==> src/rtl/mdma_pkg.sv <==
package mdma_pkg;
  localparam int unsigned MAX_BEATS = 4;
  localparam int unsigned BEAT_W    = $clog2(MAX_BEATS);

  typedef enum logic [2:0] {
    ST_IDLE,
    ST_RD,
    ST_GAP,
    ST_WR,
    ST_HOPEND
  } hop_state_t;

  // beats per hop from the burst selector
  function automatic logic [BEAT_W:0] beats_of(input logic [1:0] bsel);
    case (bsel)
      2'd0:    beats_of = (BEAT_W+1)'(1);
      2'd1:    beats_of = (BEAT_W+1)'(2);
      default: beats_of = (BEAT_W+1)'(4);
    endcase
  endfunction
endpackage

==> src/rtl/mdma_addr_unit.sv <==
module mdma_addr_unit #(
  parameter int unsigned AW = 32,
  parameter int unsigned IW = 8,
  parameter int unsigned MW = 24,
  parameter int unsigned ML = 4
) (
  input  logic          clk,
  input  logic          rst_n,
  input  logic          load,
  input  logic          advance,
  input  logic [AW-1:0] start_addr,
  input  logic [IW-1:0] inc,
  input  logic [MW-1:0] mask,
  output logic [AW-1:0] cur
);
  localparam int unsigned MH = ML + MW - 1;

  function automatic logic [AW-1:0] widen_mask(input logic [MW-1:0] m);
    logic [AW-1:0] w;
    w = '0;
    w[MH:ML] = m;
    return w;
  endfunction

  function automatic logic [AW-1:0] sext_inc(input logic [IW-1:0] i);
    return {{(AW-IW){i[IW-1]}}, i};
  endfunction

  function automatic logic [AW-1:0] step_addr(input logic [AW-1:0] now,
                                              input logic [AW-1:0] base,
                                              input logic [IW-1:0] i,
                                              input logic [MW-1:0] m);
    logic [AW-1:0] frz;
    logic [AW-1:0] sum;
    frz = widen_mask(m);
    sum = now + sext_inc(i);
    return (sum & ~frz) | (base & frz);
  endfunction

  logic [AW-1:0] inc_ext;
  logic [AW-1:0] frozen_bits;
  assign inc_ext     = sext_inc(inc);
  assign frozen_bits = widen_mask(mask);

  always_ff @(posedge clk or negedge rst_n) begin
    if (!rst_n)       cur <= '0;
    else if (load)    cur <= start_addr;
    else if (advance) cur <= step_addr(cur, start_addr, inc, mask);
  end

  // frozen bits equal the start address after every step
  p_mask_freeze_r4: assert property (@(posedge clk) disable iff (!rst_n)
    advance && !load |=> ((cur ^ start_addr) & frozen_bits) == '0);

  // with nothing frozen the step is a plain signed add
  p_step_unmasked_r3: assert property (@(posedge clk) disable iff (!rst_n)
    advance && !load && mask == '0 |=> cur == $past(cur) + $past(inc_ext));
endmodule

==> src/rtl/mdma_trig.sv <==
module mdma_trig #(
  parameter int unsigned NREQ = 13
) (
  input  logic            clk,
  input  logic            rst_n,
  input  logic [NREQ-1:0] dreq,
  input  logic [NREQ-1:0] sel,
  input  logic            take,
  output logic            pend
);
  logic trig, trig_q, rise;
  assign trig = |(dreq & sel);
  assign rise = trig & ~trig_q;

  always_ff @(posedge clk or negedge rst_n) begin
    if (!rst_n) begin
      trig_q <= 1'b0;
      pend   <= 1'b0;
    end else begin
      trig_q <= trig;
      if (rise)      pend <= 1'b1;
      else if (take) pend <= 1'b0;
    end
  end

  // a pending hop only appears after a selected rising edge
  p_pend_from_edge_r5: assert property (@(posedge clk) disable iff (!rst_n)
    $rose(pend) |-> $past(rise));
endmodule

==> src/rtl/mdma_hop_buf.sv <==
module mdma_hop_buf #(
  parameter int unsigned DW    = 32,
  parameter int unsigned DEPTH = 4
) (
  input  logic                     clk,
  input  logic                     wr_en,
  input  logic [$clog2(DEPTH)-1:0] wr_idx,
  input  logic [DW-1:0]            wr_data,
  input  logic [$clog2(DEPTH)-1:0] rd_idx,
  output logic [DW-1:0]            rd_data
);
  logic [DW-1:0] slot [DEPTH];

  always_ff @(posedge clk) begin
    if (wr_en) slot[wr_idx] <= wr_data;
  end

  assign rd_data = slot[rd_idx];
endmodule

==> src/rtl/mdma_ctrl.sv <==
module mdma_ctrl
  import mdma_pkg::*;
#(
  parameter int unsigned CW = 16
) (
  input  logic              clk,
  input  logic              rst_n,
  input  logic              start,
  input  logic              done_clr,
  input  logic [CW-1:0]     cfg_hops,
  input  logic [1:0]        cfg_burst,
  input  logic              cfg_free_run,
  input  logic              cfg_lock,
  input  logic              cfg_cont,
  input  logic              pend,
  input  logic              m_gnt,
  output logic              m_req,
  output logic              m_we,
  output logic              src_adv,
  output logic              dst_adv,
  output logic [BEAT_W-1:0] beat,
  output logic              load_addr,
  output logic              take,
  output logic              busy,
  output logic              done
);
  hop_state_t        state;
  logic [CW-1:0]     hops_left;
  logic              run;
  logic [BEAT_W:0]   nbeats;
  logic              last_beat, go, accept, hop_end, last_hop;

  assign nbeats    = beats_of(cfg_burst);
  assign last_beat = ({1'b0, beat} == nbeats - (BEAT_W+1)'(1));
  assign accept    = start && !run;
  assign load_addr = accept && !cfg_cont;
  assign go        = run && (cfg_free_run || pend) && (hops_left != '0);
  assign take      = (state == ST_IDLE) && go && !cfg_free_run;
  assign m_req     = (state == ST_RD) || (state == ST_WR);
  assign m_we      = (state == ST_WR);
  assign src_adv   = (state == ST_RD) && m_gnt;
  assign dst_adv   = (state == ST_WR) && m_gnt;
  assign hop_end   = (state == ST_HOPEND);
  assign last_hop  = hop_end && (hops_left == CW'(1));
  assign busy      = run;

  always_ff @(posedge clk or negedge rst_n) begin
    if (!rst_n) begin
      state     <= ST_IDLE;
      beat      <= '0;
      hops_left <= '0;
      run       <= 1'b0;
      done      <= 1'b0;
    end else begin
      if (accept) begin
        run       <= (cfg_hops != '0);
        hops_left <= cfg_hops;
        done      <= (cfg_hops == '0);
      end else if (last_hop) begin
        run  <= 1'b0;
        done <= 1'b1;
      end else if (done_clr) begin
        done <= 1'b0;
      end

      case (state)
        ST_IDLE: if (go) begin
          state <= ST_RD;
          beat  <= '0;
        end
        ST_RD: if (m_gnt) begin
          if (last_beat) begin
            beat  <= '0;
            state <= cfg_lock ? ST_WR : ST_GAP;
          end else begin
            beat <= beat + BEAT_W'(1);
          end
        end
        ST_GAP: state <= ST_WR;
        ST_WR: if (m_gnt) begin
          if (last_beat) begin
            beat  <= '0;
            state <= ST_HOPEND;
          end else begin
            beat <= beat + BEAT_W'(1);
          end
        end
        ST_HOPEND: begin
          hops_left <= hops_left - CW'(1);
          state     <= ST_IDLE;
        end
        default: state <= ST_IDLE;
      endcase
    end
  end

  p_lock_bridge_r7: assert property (@(posedge clk) disable iff (!rst_n)
    (state == ST_RD) && m_gnt && last_beat && cfg_lock |=> m_req && m_we);

  p_unlock_gap_r7: assert property (@(posedge clk) disable iff (!rst_n)
    (state == ST_RD) && m_gnt && last_beat && !cfg_lock |=> !m_req);

  p_beat_bound_r2: assert property (@(posedge clk) disable iff (!rst_n)
    m_req |-> ({1'b0, beat} < nbeats));

  p_done_after_last_r8: assert property (@(posedge clk) disable iff (!rst_n)
    last_hop |=> done && !busy);
endmodule

==> src/rtl/mdma_channel.sv <==
module mdma_channel
  import mdma_pkg::*;
#(
  parameter int unsigned AW   = 32,
  parameter int unsigned DW   = 32,
  parameter int unsigned IW   = 8,
  parameter int unsigned MW   = 24,
  parameter int unsigned ML   = 4,
  parameter int unsigned CW   = 16,
  parameter int unsigned NREQ = 13
) (
  input  logic            clk,
  input  logic            rst_n,
  input  logic [AW-1:0]   cfg_src_start,
  input  logic [AW-1:0]   cfg_dst_start,
  input  logic [IW-1:0]   cfg_src_inc,
  input  logic [IW-1:0]   cfg_dst_inc,
  input  logic [MW-1:0]   cfg_src_mask,
  input  logic [MW-1:0]   cfg_dst_mask,
  input  logic [CW-1:0]   cfg_hops,
  input  logic [1:0]      cfg_burst,
  input  logic [1:0]      cfg_size,
  input  logic [NREQ-1:0] cfg_req_sel,
  input  logic            cfg_free_run,
  input  logic            cfg_cont,
  input  logic            cfg_lock,
  input  logic            cfg_irq_en,
  input  logic            start,
  input  logic            done_clr,
  input  logic [NREQ-1:0] dreq,
  output logic            m_req,
  input  logic            m_gnt,
  output logic            m_we,
  output logic [AW-1:0]   m_addr,
  output logic [1:0]      m_size,
  output logic [DW-1:0]   m_wdata,
  input  logic [DW-1:0]   m_rdata,
  output logic [AW-1:0]   cur_src,
  output logic [AW-1:0]   cur_dst,
  output logic            busy,
  output logic            done,
  output logic            irq
);
  logic              src_adv, dst_adv, load_addr, take, pend;
  logic [BEAT_W-1:0] beat;

  mdma_trig #(.NREQ(NREQ)) u_trig (
    .clk(clk), .rst_n(rst_n), .dreq(dreq), .sel(cfg_req_sel),
    .take(take), .pend(pend)
  );

  mdma_ctrl #(.CW(CW)) u_ctrl (
    .clk(clk), .rst_n(rst_n), .start(start), .done_clr(done_clr),
    .cfg_hops(cfg_hops), .cfg_burst(cfg_burst), .cfg_free_run(cfg_free_run),
    .cfg_lock(cfg_lock), .cfg_cont(cfg_cont), .pend(pend), .m_gnt(m_gnt),
    .m_req(m_req), .m_we(m_we), .src_adv(src_adv), .dst_adv(dst_adv),
    .beat(beat), .load_addr(load_addr), .take(take), .busy(busy), .done(done)
  );

  mdma_addr_unit #(.AW(AW), .IW(IW), .MW(MW), .ML(ML)) u_src (
    .clk(clk), .rst_n(rst_n), .load(load_addr), .advance(src_adv),
    .start_addr(cfg_src_start), .inc(cfg_src_inc), .mask(cfg_src_mask),
    .cur(cur_src)
  );

  mdma_addr_unit #(.AW(AW), .IW(IW), .MW(MW), .ML(ML)) u_dst (
    .clk(clk), .rst_n(rst_n), .load(load_addr), .advance(dst_adv),
    .start_addr(cfg_dst_start), .inc(cfg_dst_inc), .mask(cfg_dst_mask),
    .cur(cur_dst)
  );

  mdma_hop_buf #(.DW(DW), .DEPTH(MAX_BEATS)) u_buf (
    .clk(clk), .wr_en(src_adv), .wr_idx(beat), .wr_data(m_rdata),
    .rd_idx(beat), .rd_data(m_wdata)
  );

  assign m_addr = m_we ? cur_dst : cur_src;
  assign m_size = cfg_size;
  assign irq    = done & cfg_irq_en;

  // the interrupt only rises while enabled and with the flag set
  p_irq_gated_r8: assert property (@(posedge clk) disable iff (!rst_n)
    $rose(irq) |-> cfg_irq_en && done);
endmodule

==> config.mk <==
export PLATFORM = sky130hd
export DESIGN_NAME = mdma_channel
export DESIGN_NICKNAME = d
export VERILOG_FILES = /design/src/rtl/mdma_pkg.sv /design/src/rtl/mdma_addr_unit.sv /design/src/rtl/mdma_trig.sv /design/src/rtl/mdma_hop_buf.sv /design/src/rtl/mdma_ctrl.sv /design/src/rtl/mdma_channel.sv
export SDC_FILE = /design/constraint.sdc
export NUM_CORES = 1
export LEC_CHECK = 0
export ABC_AREA = 1
export BUFFER_PORTS_ARGS = -buffer_cell sky130_fd_sc_hd__buf_4
export CAP_MARGIN = 40
export CORE_ASPECT_RATIO = 2
export CORE_UTILIZATION = 55
export CTS_BUF_LIST = sky130_fd_sc_hd__clkbuf_8
export CTS_CLUSTER_SIZE = 40
export DETAILED_ROUTE_END_ITERATION = 10
export PLACE_DENSITY = 0.82
export SLEW_MARGIN = 20
export SYNTH_ARGS = -nofsm -noshare
export SYNTH_HDL_FRONTEND = slang
export SYNTH_HIERARCHICAL = 1
export SYNTH_SLANG_ARGS = --single-unit
==> constraint.sdc <==
create_clock -name clk -period 7.9 [get_ports clk]
set_input_delay 1.975 -clock clk [delete_from_list [all_inputs] [get_ports clk]]
set_output_delay 1.975 -clock clk [all_outputs]
set_load 0.02 [all_outputs]
==> flow_summary_export.csv <==
group,metric,value,unit
cts,h-tree-depth,1,
worst_setup_path,critPathMostFrequentCell,"buf_4",
grt,grt_use_total,34.5,%
logic_synthesis,yosysWarnings,6,
routing,wl_per_cell,16.5,µm
place,dp_hpwl,40300,µm
routing,vias_per_cell,5.19,
routing,dr.pass1.iters,6,
logic_synthesis,async_flop_share,41.0,%
layout,mostFrequentLayoutCells,"nand2_1 (892), inv_1 (444), buf_4 (356)",
worst_hold_path,min_from,"u_trig/trig_q",
sta,period_share,54.1,%
sta,tightest_slew,853,ps
routing,wl,51200,µm
logic_synthesis,synthesis.area,16000,µm²
worst_setup_path,start_kind,"primary input",
sta,finClkSkew,15.8,ps
die,rows,87,
worst_setup_path,crit_arrival,2300,ps
logic_synthesis,ys_seq_area_share,38.0,%
sta,setup_tns,0,ps
routing,drt_iter0_drc,777,
die,die_w,123,µm
job,maxCapViolCount,0,
grt,gr-total-overflow,0,
layout,nets,2999,
die,dieArea,29800,µm²
logic_synthesis,avgSynthCellArea,6.71,µm²
die,start_util,56.2,%
worst_setup_path,r2r_start,"u_ctrl/busy",
cts,clkTransAtPathRegs,70,ps
routing,num_vias,16100,
sta,relSlewSlack,43.1,%
worst_setup_path,critPathKind,"in -> out",
worst_setup_path,crit_slowest_cell,"buf_4",
logic_synthesis,synth_top_area_share,24.1,%
worst_setup_path,critPathTopFamily,"buffers and inverters",
logic_synthesis,synth_area_leaders,"edfxtp_1 (24%), nand2_1 (21%), dfrtp_1 (14%), inv_1 (10%), nand3_1 (5.3%)",
power_and_ir_drop,leakagePower,10.8,nW
layout,drive_above_1_share,19.3,%
cts,cts.sinks,217,
cts,clk_latency,590,ps
worst_setup_path,critPathLaunch,"cfg_irq_en",
cts,hold_buffers,0,
worst_setup_path,crit_chain,"buf_4 -> nand2_1 -> inv_1 -> buf_4",
grt,antenna_found_initial,6,
logic_synthesis,synth_area_leader_cell,"edfxtp_1",
worst_hold_path,hp-class,"reg -> reg",
cts,cts_tree,"built",
sta,hold_viol_final,0,
logic_synthesis,ys_types,43,
routing,drc_errors,0,
worst_setup_path,path_max_fanout,1,
logic_synthesis,synth_cells,2380,
logic_synthesis,synth_seq_cells,217,
worst_setup_path,ff2ff_path_depth,10,
logic_synthesis,synth_ff_type,"edfxtp_1",
power_and_ir_drop,ir_worst_vdd,0.249,mV
worst_setup_path,end_kind,"output port",
die,io_pins,350,
worst_setup_path,crit_required,5930,ps
die,die-height,243,µm
place,port_buffers,345,
cts,cts-buffers-inserted,31,
cts,cts_root_buf,"clkbuf_8",
sta,setup_viol,0,
routing,ant_nets,0,
sta,finalCriticalPeriod,4280,ps
sta,rsz0062_at_grt,"no",
outcome,status,"complete, no violations",
worst_setup_path,path_depth,4,
layout,layoutNonFillerInstCount,3104,
place,gp_congestion,0.963,
layout,final_common_cell,"nand2_1",
logic_synthesis,syn_nets,2661,
grt,grt_max_degree,72,
worst_setup_path,cp.buffers_inverters,3,
sta,max_freq,234,MHz
cts,post_cts_buffers,0,
logic_synthesis,synth_edf_count,128,
grt,grt_pass1_wl,79300,µm
worst_hold_path,whs_path_depth,3,
layout,area_growth,22.5,%
grt,grt_pass1_vias,16200,
sta,report.final.slew_viol_count,0,
cts,cts-resized-gates,0,
worst_setup_path,max_stage_delay,140,ps
place,placed_cells,3041,
die,coreArea,28400,µm²
power_and_ir_drop,power.density,387,nW/µm²
layout,fillers,2494,
cts,cts_buffer_depth,3,
[path summary, 6_finish.rpt]
kind	endpoint	slack (ps)
hold / removal	u_trig/pend	510
min in group asynchronous	u_ctrl/busy	1260
setup / recovery	irq	3620
hold reg to reg	u_trig/pend	510
setup reg to reg	u_src/cur[11]	4980
max in group asynchronous	u_src/cur[1]	5640
[cells by family after synthesis]
| group | count (synthesis) | synth area share, % |
|---|---|---|
| xor+xnor | 28 | 1.53 |
| simple gates | 1417 | 37.2 |
| compound gates | 149 | 5.01 |
| buf+inv | 503 | 13.0 |
| flops | 217 | 38.0 |
| fa+ha+maj | 66 | 5.26 |
[report_power, final]
| part | switching [mW] | internal, mW | total, mW | leakage [nW] |
|---|---|---|---|---|
| Combinational | 3.00 | 1.67 | 4.67 | 8.20 |
| Sequential | 0.384 | 1.51 | 1.89 | 2.22 |
| Clock | 0.455 | 0.562 | 1.02 | 0.383 |
[metal layers]
| layer | GRT usage (%) | wire length, µm | part of all wire [%] |
|---|---|---|---|
| met2 | 63.7 | 27000 | 53 |
| met5 | 0 | 0 | 0 |
| met3 | 3.55 | 3180 | 6.2 |
| met4 | 20.8 | 3110 | 6.1 |
| met1 | 36.6 | 17900 | 35 |
[sequential cells by signal (all words and copies together), names as in the netlist]
register and count:
u_ctrl/hops_left 16, u_src/cur 32, u_ctrl/beat 2, u_ctrl/busy 1, u_buf/slot 128, u_dst/cur 32, u_trig/trig_q 1, u_ctrl/state 3
u_trig/pend 1, u_ctrl/done 1
[final cells by class]
type,count,area [µm²],share of cell area [%]
well taps,356,445,2.28
clock inverters,20,208,1.06
flip-flops and latches,217,6070,31.0
multi-input cells,1660,7890,40.3
clock buffers,37,509,2.60
diodes,6,15.0,0.0767
repair buffers,359,2750,14.0
inverters,449,1690,8.65
[cells in the mapped netlist, drive strengths merged (3+ instances only)]
cell type and instances:
dfrtp 89, and2 6, nor3 15, xnor2 22, o211ai 7, ha 64, edfxtp 128, nand3 178
xor2 6, inv 449, nor2 248, o21ai 58, nand2 946, clkbuf 17, a21oi 73, nand4 17
buf 37, o221ai 3
[worst register-to-register path: cells and delay by family, from the launching register on]
kind	cells	cell delay (ps)
buf+inv	4	1580
simple gates	4	510
flops	1	390
compound gates	2	380
[through the flow]
step / hold WS, ps / power, mW / area, µm² / setup WS, ps / utilization, %
6_report: 507 / 7.58 / 19600 / 3620 / 68.9
3_3_place_gp: 466 / 6.41 / 18800 / 3520 / 66.1
2_1_floorplan: 449 / 4.93 / 16000 / 3000 / -
4_1_cts: 506 / 7.56 / 19600 / 3620 / 68.9
5_1_grt: 532 / 8.14 / 19600 / 3500 / 68.9
3_5_place_dp: 490 / 6.52 / 18800 / 3460 / 66.3
Power figures use the tool's default switching activity.
